**src/rtl/zc_vol_pkg.sv**
```systemverilog
package zc_vol_pkg;
  localparam int GAIN_FRAC = 15;
  localparam int GAIN_W    = GAIN_FRAC + 1;
  localparam int STEP_NUM  = 26029;  // 10^(-0.1) in Q15

  function automatic int gain_at(input int k);
    int g;
    g = 1 << GAIN_FRAC;
    for (int i = 0; i < k; i++)
      g = (g * STEP_NUM + (1 << (GAIN_FRAC - 1))) >> GAIN_FRAC;
    return g;
  endfunction
endpackage

```
**src/rtl/zc_vol_gain.sv**
```systemverilog
module zc_vol_gain
  import zc_vol_pkg::*;
#(
  parameter int VOL_W = 5
) (
  input  logic [VOL_W-1:0]  vol_i,
  output logic [GAIN_W-1:0] gain_o
);
  localparam int NLEV = 1 << VOL_W;

  logic [GAIN_W-1:0] tbl [NLEV];

  for (genvar k = 0; k < NLEV; k++) begin : g_lvl
    assign tbl[k] = GAIN_W'(gain_at(k));
  end

  assign gain_o = tbl[vol_i];
endmodule

```
**src/rtl/zc_vol_chan.sv**
```systemverilog
module zc_vol_chan
  import zc_vol_pkg::*;
#(
  parameter int DATA_W  = 16,
  parameter int TIMEOUT = 2400
) (
  input  logic                     clk_i,
  input  logic                     rst_ni,
  input  logic                     valid_i,
  input  logic                     mute_i,
  input  logic                     zc_en_i,
  input  logic [GAIN_W-1:0]        gain_i,
  input  logic signed [DATA_W-1:0] sample_i,
  output logic signed [DATA_W-1:0] sample_o,
  output logic                     muted_o
);
  localparam int CNT_W = $clog2(TIMEOUT + 1);
  localparam int PW    = DATA_W + GAIN_W + 1;
  localparam logic signed [PW-1:0] HALF = PW'(1) <<< (GAIN_FRAC - 1);

  logic              mute_q, mute_d, prev_neg_q;
  logic [CNT_W-1:0]  cnt_q;
  logic              pending, zc_hit, timed, apply;
  logic signed [PW-1:0]     prod, rnd;
  logic signed [DATA_W-1:0] scaled, out_q;

  assign pending = mute_i != mute_q;
  assign zc_hit  = (sample_i == '0) || (sample_i[DATA_W-1] != prev_neg_q);
  assign timed   = cnt_q == CNT_W'(TIMEOUT - 1);
  assign apply   = !zc_en_i || zc_hit || timed;
  assign mute_d  = (pending && apply) ? mute_i : mute_q;

  assign prod   = PW'(sample_i) * $signed({1'b0, gain_i});
  assign rnd    = prod + HALF;
  assign scaled = DATA_W'(rnd >>> GAIN_FRAC);

  always_ff @(posedge clk_i or negedge rst_ni) begin
    if (!rst_ni) begin
      mute_q     <= 1'b1;
      prev_neg_q <= 1'b0;
      cnt_q      <= '0;
      out_q      <= '0;
    end else if (valid_i) begin
      mute_q     <= mute_d;
      prev_neg_q <= sample_i[DATA_W-1];
      cnt_q      <= (pending && !apply) ? cnt_q + 1'b1 : '0;
      out_q      <= mute_d ? '0 : scaled;
    end
  end

  assign sample_o = out_q;
  assign muted_o  = mute_q;

  AST_MUTED_ZERO: assert property (@(posedge clk_i) disable iff (!rst_ni)
    mute_q |-> out_q == '0);
  AST_DIRECT_FOLLOW: assert property (@(posedge clk_i) disable iff (!rst_ni)
    valid_i && !zc_en_i |=> mute_q == $past(mute_i));
  AST_GATE_HOLD: assert property (@(posedge clk_i) disable iff (!rst_ni)
    valid_i && zc_en_i && !zc_hit && !timed |=> $stable(mute_q));
  AST_CNT_RANGE: assert property (@(posedge clk_i) disable iff (!rst_ni)
    cnt_q < CNT_W'(TIMEOUT));
  AST_IDLE_HOLD: assert property (@(posedge clk_i) disable iff (!rst_ni)
    !valid_i |=> $stable(out_q) && $stable(mute_q));
endmodule

```
**src/rtl/zc_volume.sv**
```systemverilog
module zc_volume
  import zc_vol_pkg::*;
#(
  parameter int DATA_W  = 16,
  parameter int VOL_W   = 5,
  parameter int TIMEOUT = 2400
) (
  input  logic                     clk_i,
  input  logic                     rst_ni,
  input  logic                     valid_i,
  input  logic signed [DATA_W-1:0] left_i,
  input  logic signed [DATA_W-1:0] right_i,
  input  logic [VOL_W-1:0]         vol_i,
  input  logic                     mute_i,
  input  logic                     zc_en_i,
  output logic                     valid_o,
  output logic signed [DATA_W-1:0] left_o,
  output logic signed [DATA_W-1:0] right_o,
  output logic                     muted_o
);
  localparam int NCH = 2;

  logic [GAIN_W-1:0]        gain;
  logic signed [DATA_W-1:0] in_s  [NCH];
  logic signed [DATA_W-1:0] out_s [NCH];
  logic [NCH-1:0]           ch_muted;
  logic                     valid_q;

  zc_vol_gain #(.VOL_W(VOL_W)) u_gain (
    .vol_i  (vol_i),
    .gain_o (gain)
  );

  assign in_s[0] = left_i;
  assign in_s[1] = right_i;

  for (genvar c = 0; c < NCH; c++) begin : g_ch
    zc_vol_chan #(.DATA_W(DATA_W), .TIMEOUT(TIMEOUT)) u_ch (
      .clk_i    (clk_i),
      .rst_ni   (rst_ni),
      .valid_i  (valid_i),
      .mute_i   (mute_i),
      .zc_en_i  (zc_en_i),
      .gain_i   (gain),
      .sample_i (in_s[c]),
      .sample_o (out_s[c]),
      .muted_o  (ch_muted[c])
    );
  end

  always_ff @(posedge clk_i or negedge rst_ni) begin
    if (!rst_ni) valid_q <= 1'b0;
    else         valid_q <= valid_i;
  end

  assign valid_o = valid_q;
  assign left_o  = out_s[0];
  assign right_o = out_s[1];
  assign muted_o = |ch_muted;

  AST_VALID_LAT: assert property (@(posedge clk_i) disable iff (!rst_ni)
    valid_i |=> valid_o);
  AST_NO_SPURIOUS: assert property (@(posedge clk_i) disable iff (!rst_ni)
    !valid_i |=> !valid_o);
  AST_FLAG_ZERO: assert property (@(posedge clk_i) disable iff (!rst_ni)
    muted_o |-> (left_o == '0 || right_o == '0));
endmodule

```
**config.mk**
```make
export PLATFORM = sky130hd
export DESIGN_NAME = zc_volume
export DESIGN_NICKNAME = d
export VERILOG_FILES = /design/src/rtl/zc_vol_pkg.sv /design/src/rtl/zc_vol_gain.sv /design/src/rtl/zc_vol_chan.sv /design/src/rtl/zc_volume.sv
export SDC_FILE = /design/constraint.sdc
export NUM_CORES = 1
export LEC_CHECK = 0
export BUFFER_PORTS_ARGS = -buffer_cell sky130_fd_sc_hd__buf_2
export CORE_ASPECT_RATIO = 1.75
export CORE_MARGIN = 5
export CORE_UTILIZATION = 70
export DETAILED_ROUTE_END_ITERATION = 10
export HOLD_SLACK_MARGIN = 0.08
export PLACE_DENSITY_LB_ADDON = 0.05
export SLEW_MARGIN = 10
export SYNTH_ARGS = -nofsm -noshare
export SYNTH_HDL_FRONTEND = slang
export SYNTH_SLANG_ARGS = --single-unit
```
**constraint.sdc**
```tcl
create_clock -name clk_i -period 4.3 [get_ports clk_i]
set_clock_uncertainty 0.2 [all_clocks]
set_input_delay 0.86 -clock clk_i [delete_from_list [all_inputs] [get_ports clk_i]]
set_output_delay 0.86 -clock clk_i [all_outputs]
set_load 0.1 [all_outputs]
```
* Yosys cells after proc, flatten, opt, wreduce, memory -nomap -nowiden
Memory sizes are Yosys's and may differ from the RTL's. Cells that the tools add are included.
Cells by class: $add $sub $neg 4, $mul 2, eq/ne operators 6, $lt $le $gt $ge 1, bitwise gates (word level) 1, reduce and logical (&&, ||, !) cells 16, multiplexer cells 8
Operators with widths (number):
- $mux 16 | 4
- $add 31x16->31 const B | 2
- $mul 16x17->31 | 2
- $logic_not 16->1 | 2
- $add 12x1->12 const B | 2
- $eq 12x12->1 const B | 2
- $mux 12 | 2
- $ge 6x6->1 const B | 1
- $logic_or 1x1->1 | 6
- $not 5->6 | 1
- $logic_and 1x1->1 | 4
- $ne 1x1->1 | 4
- $logic_not 1->1 | 3
- $mux 1 | 2
- $reduce_or 2->1 | 1
Storage, ports and cells: input port bits 42, word-level logic and storage cells 48, output and inout port bits 34, ROM bits 512, register bits 61, memories 1
Memory list:
- (no name shown) | words 32, width 16, rd ports 1, clocked after memory_dff 0, write ports 0, RTL line zc_vol_gain.sv:17 | assign gain_o = tbl[vol_i];

* Depth between registers and ports, before layout
depth after elaboration 7, mapped depth 31, depth with buffers taken out 29

* Cells and area by module
From an unflattened synthesis, not the netlist that was laid out.
Second synthesis, totals: cell total of the unflattened synthesis 2331, area total of the unflattened synthesis 20484.6 µm²
By module, submodules not included:
- zc_vol_chan (g_ch[0].u_ch) | cells each 1113, area an instance 9849.4 µm², seq. area each 752.0 µm², times used 1
- zc_vol_chan (g_ch[1].u_ch) | cells each 1124, area an instance 9829.4 µm², seq. area each 752.0 µm², times used 1
- zc_vol_gain | cells each 92, area an instance 774.5 µm², seq. area each 0.0 µm², times used 1
- zc_volume | cells each 2, area an instance 31.3 µm², seq. area each 25.0 µm², times used 1

* Least setup slack after synthesis
OpenSTA, ideal clock, no wires.
path type input to register, start point input vol_i[2], end point register g_ch[1].u_ch.out_q[8], path buffers 4, cell stages on the path 26, setup slack -3.607 ns, library setup time 0.126 ns, required time 3.974 ns, arrival 7.580 ns, cell sequence clkbuf_1 buf_1 clkbuf_1 nor3_1 a211oi_1 clkbuf_1 nand2_1 fa_1 fa_1 fa_1 inv_1 fa_1 fa_1 inv_1 fa_1 inv_1 ha_1 a21oi_1 o21ai_1 o2111ai_1 nor4_4 o211ai_1 a21boi_1 o2111a_1 nand2b_1 a221o_1
On the way: longest elaborated chain between the ends 7
Ends and longest elaborated chain:
- from (decl) | RTL line zc_volume.sv:13 | input logic [VOL_W-1:0] vol_i,
- $not 5->6 (not written as such) | RTL line zc_vol_gain.sv:17
- $mem_v2 32x16
- $mux 16 (not written as such) (2 in series) | RTL line zc_vol_gain.sv:17
- $mul 16x17->31 | RTL line zc_vol_chan.sv:33 | assign prod = PW'(sample_i) * $signed({1'b0, gain_i});
- $add 31x16->31 | RTL line zc_vol_chan.sv:34 | assign rnd = prod + HALF;
- $mux 16 | RTL line zc_vol_chan.sv:47 | out_q <= mute_d ? '0 : scaled;
- to (signal assigned) | RTL line zc_vol_chan.sv:47
- to (decl) | RTL line zc_vol_chan.sv:25 | logic signed [DATA_W-1:0] scaled, out_q;
Every way passes these cells. The select of a mux whose other input is x is not followed. A chain may end at the register's enable or synchronous reset.

* Worst setup path after layout
start point input vol_i[1], end point register g_ch[1].u_ch.out_q[14]
The elaborated chain is that of the path after synthesis.

==> summary.txt <==
Outcome
  • Outcome: finished with violations
  • Violations in the final reports: setup timing

Place
  • Placer Congestion: 0.917
  • Dpl hpwl: 44.3 mm
  • I/O Buffers: 75
  • Placed Cells: 2,892

Floorplanning
  • Row cnt: 81
  • Core area: 28,000 µm²
  • Die Area: 31,900 µm²
  • Die X: 137 µm
  • Initial Utilization: 70.7%
  • Chip height: 232 µm
  • Num ports: 76

Logic synthesis
  • Synthesis-stage register bit count: 61
  • Async SR Flop Fraction: 100%
  • Adder-Cell Fraction of Synth Area: 53.2%
  • Top FF cell, synth: dfrtp_1
  • Cells after Synth: 2,249
  • Mux contribution to synthesized area: 0.595%
  • Syn Nets: 2,900
  • Avg Synthesized Cell Area: 8.80 µm²
  • Compound-Gate Fraction of Synth Area: 7.24%
  • Post-synthesis sequential area ratio: 7.73%
  • Synth cell types: 66
  • Simple-gate share of the synthesized area: 17.4%
  • Synth Area in XOR/XNOR: 2.39%
  • Largest family of logic cells by synthesized area: adder cells
  • Number of enable flip-flop cells after synthesis: 0
  • Warnings from Yosys: 0
  • Synthesized area: 19,800 µm²

STA
  • Max Freq: 130 MHz
  • Tightest Pin Transition: 0.758 ns
  • RSZ-0062 raised after global routing: true
  • Final period util: 179%
  • Final Hold Fails: 0
  • Final setup fails: 32
  • Hold Slack: 0.217 ns
  • Total Negative Setup Slacks: -99.72 ns
  • Tmin final: 7.71 ns
  • Max-slew violations: 0
  • Setup ws final: -3.41 ns
  • Rel. slew slack: 49.2%

Drt
  • Drt drc: 0
  • Post-DRT Antenna Nets: 0
  • Post-Route WL: 58.7 mm
  • Initial DRC Count: 1,289
  • WL/cell: 20.0 µm
  • Drt first pass iters: 8
  • Via count: 17,500
  • DR vias/cell: 5.94

Worst setup path
  • Reg-to-reg slack, setup: 1.26 ns
  • Reg2Reg Depth: 8
  • Crit Path Class: input port to flip-flop
  • FF-to-FF End: g_ch[0].u_ch.sample_o[11]
  • CP max stage cell: fa_1
  • CP most frequent cell: fa_1
  • Max incr delay on CP: 0.52 ns
  • Setup crit start kind: input port
  • FF-to-FF Start: g_ch[0].u_ch.cnt_q[0]
  • CP endpoint kind: flip-flop
  • CP required: 4.38 ns
  • Crit Path Max Fanout: 7
  • CP Data Arrival Time: 7.79 ns

Global routing
  • Vias in the first global route: 19,300
  • Gr usage total: 37.7%
  • Largest net degree at the start of global routing: 50
  • Antenna violations before repair: 0
  • First-pass GRT wire length: 93.4 mm
  • GRT Residual Overflow: 0

CTS
  • CTS sink count: 61
  • Root Buffer: clkbuf_16
  • TritonCTS clock tree: done
  • H-tree depth: 3
  • Clock Latency Late Sink: 0.35 ns
  • CTS Hold Bufs: 0
  • CTS clk-pin slew, worst paths: 0.06 ns
  • TritonCTS Buffers: 9
  • Clock buffer depth: 2

Cells and area
  • Area grow syn2layout: 22.8%
  • Final #Nets: 3,214
  • Fillcell total: 1,464
  • Non-Filler Instances: 2,941
  • Ant. Diodes: 0
  • Share of layout cells above drive strength 1: 23.6%

Flow run
  • Max-Cap Viols: 0

Min path
  • Hold crit path type: input port to asynchronous set/reset pin
==> layout make-up <==
class	instances	area [µm²]	share of cell area (%)
Clock buffer	12	246	1.01
Clock inverter	4	47.5	0.196
Timing Repair Buffer	404	3120	12.9
Multi-Input combinational cell	1591	17000	70.0
Tap cell	373	467	1.92
Sequential cell	61	1530	6.29
Inverter	496	1870	7.71
==> logic make-up after synthesis <==
family | after synthesis
mux | 9
flops | 61
fa+ha+maj | 609
compound gates | 214
xor+xnor | 54
buf+inv | 597
simple gates | 705
==> routing by layer <==
metal	up-vias	global-route usage (%)	routed length [µm]
li1	7466	-	-
met1	8723	41.7	19300
met2	910	66.1	30700
met3	385	5.28	3530
met4	0	25.7	5200
met5	-	0	0
==> cells in the mapped netlist (4+ instances only) <==
cell type	number	area share [%]
a22o_1	10	0.44
fa_1	388	39
o21ai_1	5	0.13
and3_1	8	0.25
nand2b_1	15	0.47
xor2_1	20	0.89
o21a_1	6	0.23
a21oi_1	54	1.4
o21bai_1	4	0.15
nor3_1	19	0.48
ha_1	221	14
inv_1	492	9.3
nor4_1	10	0.32
o31a_1	4	0.18
nor2b_1	6	0.19
xnor2_1	34	1.5
a211oi_1	8	0.30
mux2i_1	5	0.25
nand3_1	20	0.51
o31ai_1	5	0.19
o2bb2ai_1	19	0.84
or2_2	4	0.13
o21ai_0	43	1.1
nor2_1	73	1.4
nand2_1	306	5.8
clkbuf_1	96	1.8
nand4_1	6	0.19
o211ai_1	9	0.34
or3_1	4	0.13
and2_1	221	7.0
a21o_1	18	0.68
dfrtp_1	59	7.5
a31oi_1	5	0.16
==> how the worst max path moves through the flow <==
stage               startpoint                        end
floorplan             vol_i[1]   g_ch[1].u_ch.sample_o[8]
global placement      vol_i[1]   g_ch[1].u_ch.sample_o[8]
detailed placement    vol_i[1]   g_ch[1].u_ch.sample_o[8]
CTS                   vol_i[1]  g_ch[0].u_ch.sample_o[15]
global route          vol_i[1]  g_ch[0].u_ch.sample_o[15]
finish                vol_i[1]  g_ch[1].u_ch.sample_o[14]
==> sequential cells by signal, summed over array words and instances, names as in the netlist <==
| register | cells |
|---|---|
| g_ch.u_ch.cnt_q | 24 |
| g_ch.u_ch.muted_o | 2 |
| g_ch.u_ch.prev_neg_q | 2 |
| g_ch.u_ch.sample_o | 32 |
| valid_o | 1 |
==> per-stage QoR <==
step / utilization (%) / worst slack, ns / cell area [µm²]
floorplan: - / -3.09 / 20100
global placement: 81.8 / -3.62 / 22900
detailed placement: 81.8 / -3.76 / 22900
CTS: 85.7 / -3.14 / 24000
global route: 86.8 / -3.74 / 24300
finish: 86.8 / -3.41 / 24300
==> what timing repair did <==
item / in CTS / in global routing
gates resized for setup: 130 / 71
pin swaps: 96 / 60
cloned: 1 / 0
buffers inserted: 26 / 13
setup endpoints to repair: 32 / 32
hold endpoints to repair: 0 / 0
==> cell usage in the layout, fill, tap and decap left out, types with 9 or more instances in the layout <==
cell type,n
a21o_1,18
a21oi_1,34
a21oi_2,14
a22o_1,10
and2_1,209
and2_4,12
buf_12,16
buf_2,71
buf_4,300
buf_6,14
clkbuf_16,9
dfrtp_1,59
fa_1,366
fa_2,22
ha_1,198
ha_4,18
inv_1,468
inv_2,22
nand2_1,301
nand2b_1,13
nand3_1,18
nor2_1,63
nor3_1,13
o211ai_1,9
o21ai_0,28
o21ai_2,11
o2bb2ai_1,17
xnor2_1,28
xor2_1,20
==> critical path: cells and delay by family <==
kind,cells,cell delay (ns)
adder cells (fa/ha/maj),8,3.58
AND/OR/NAND/NOR,6,1.12
AO/OA/AOI/OAI,5,0.90
buffers and inverters,9,0.83
multiplexers,1,0.50
Power is left out: the tool's default activity adds up to more than one toggle a clock period on the data nets, which glitch-free logic cannot reach.
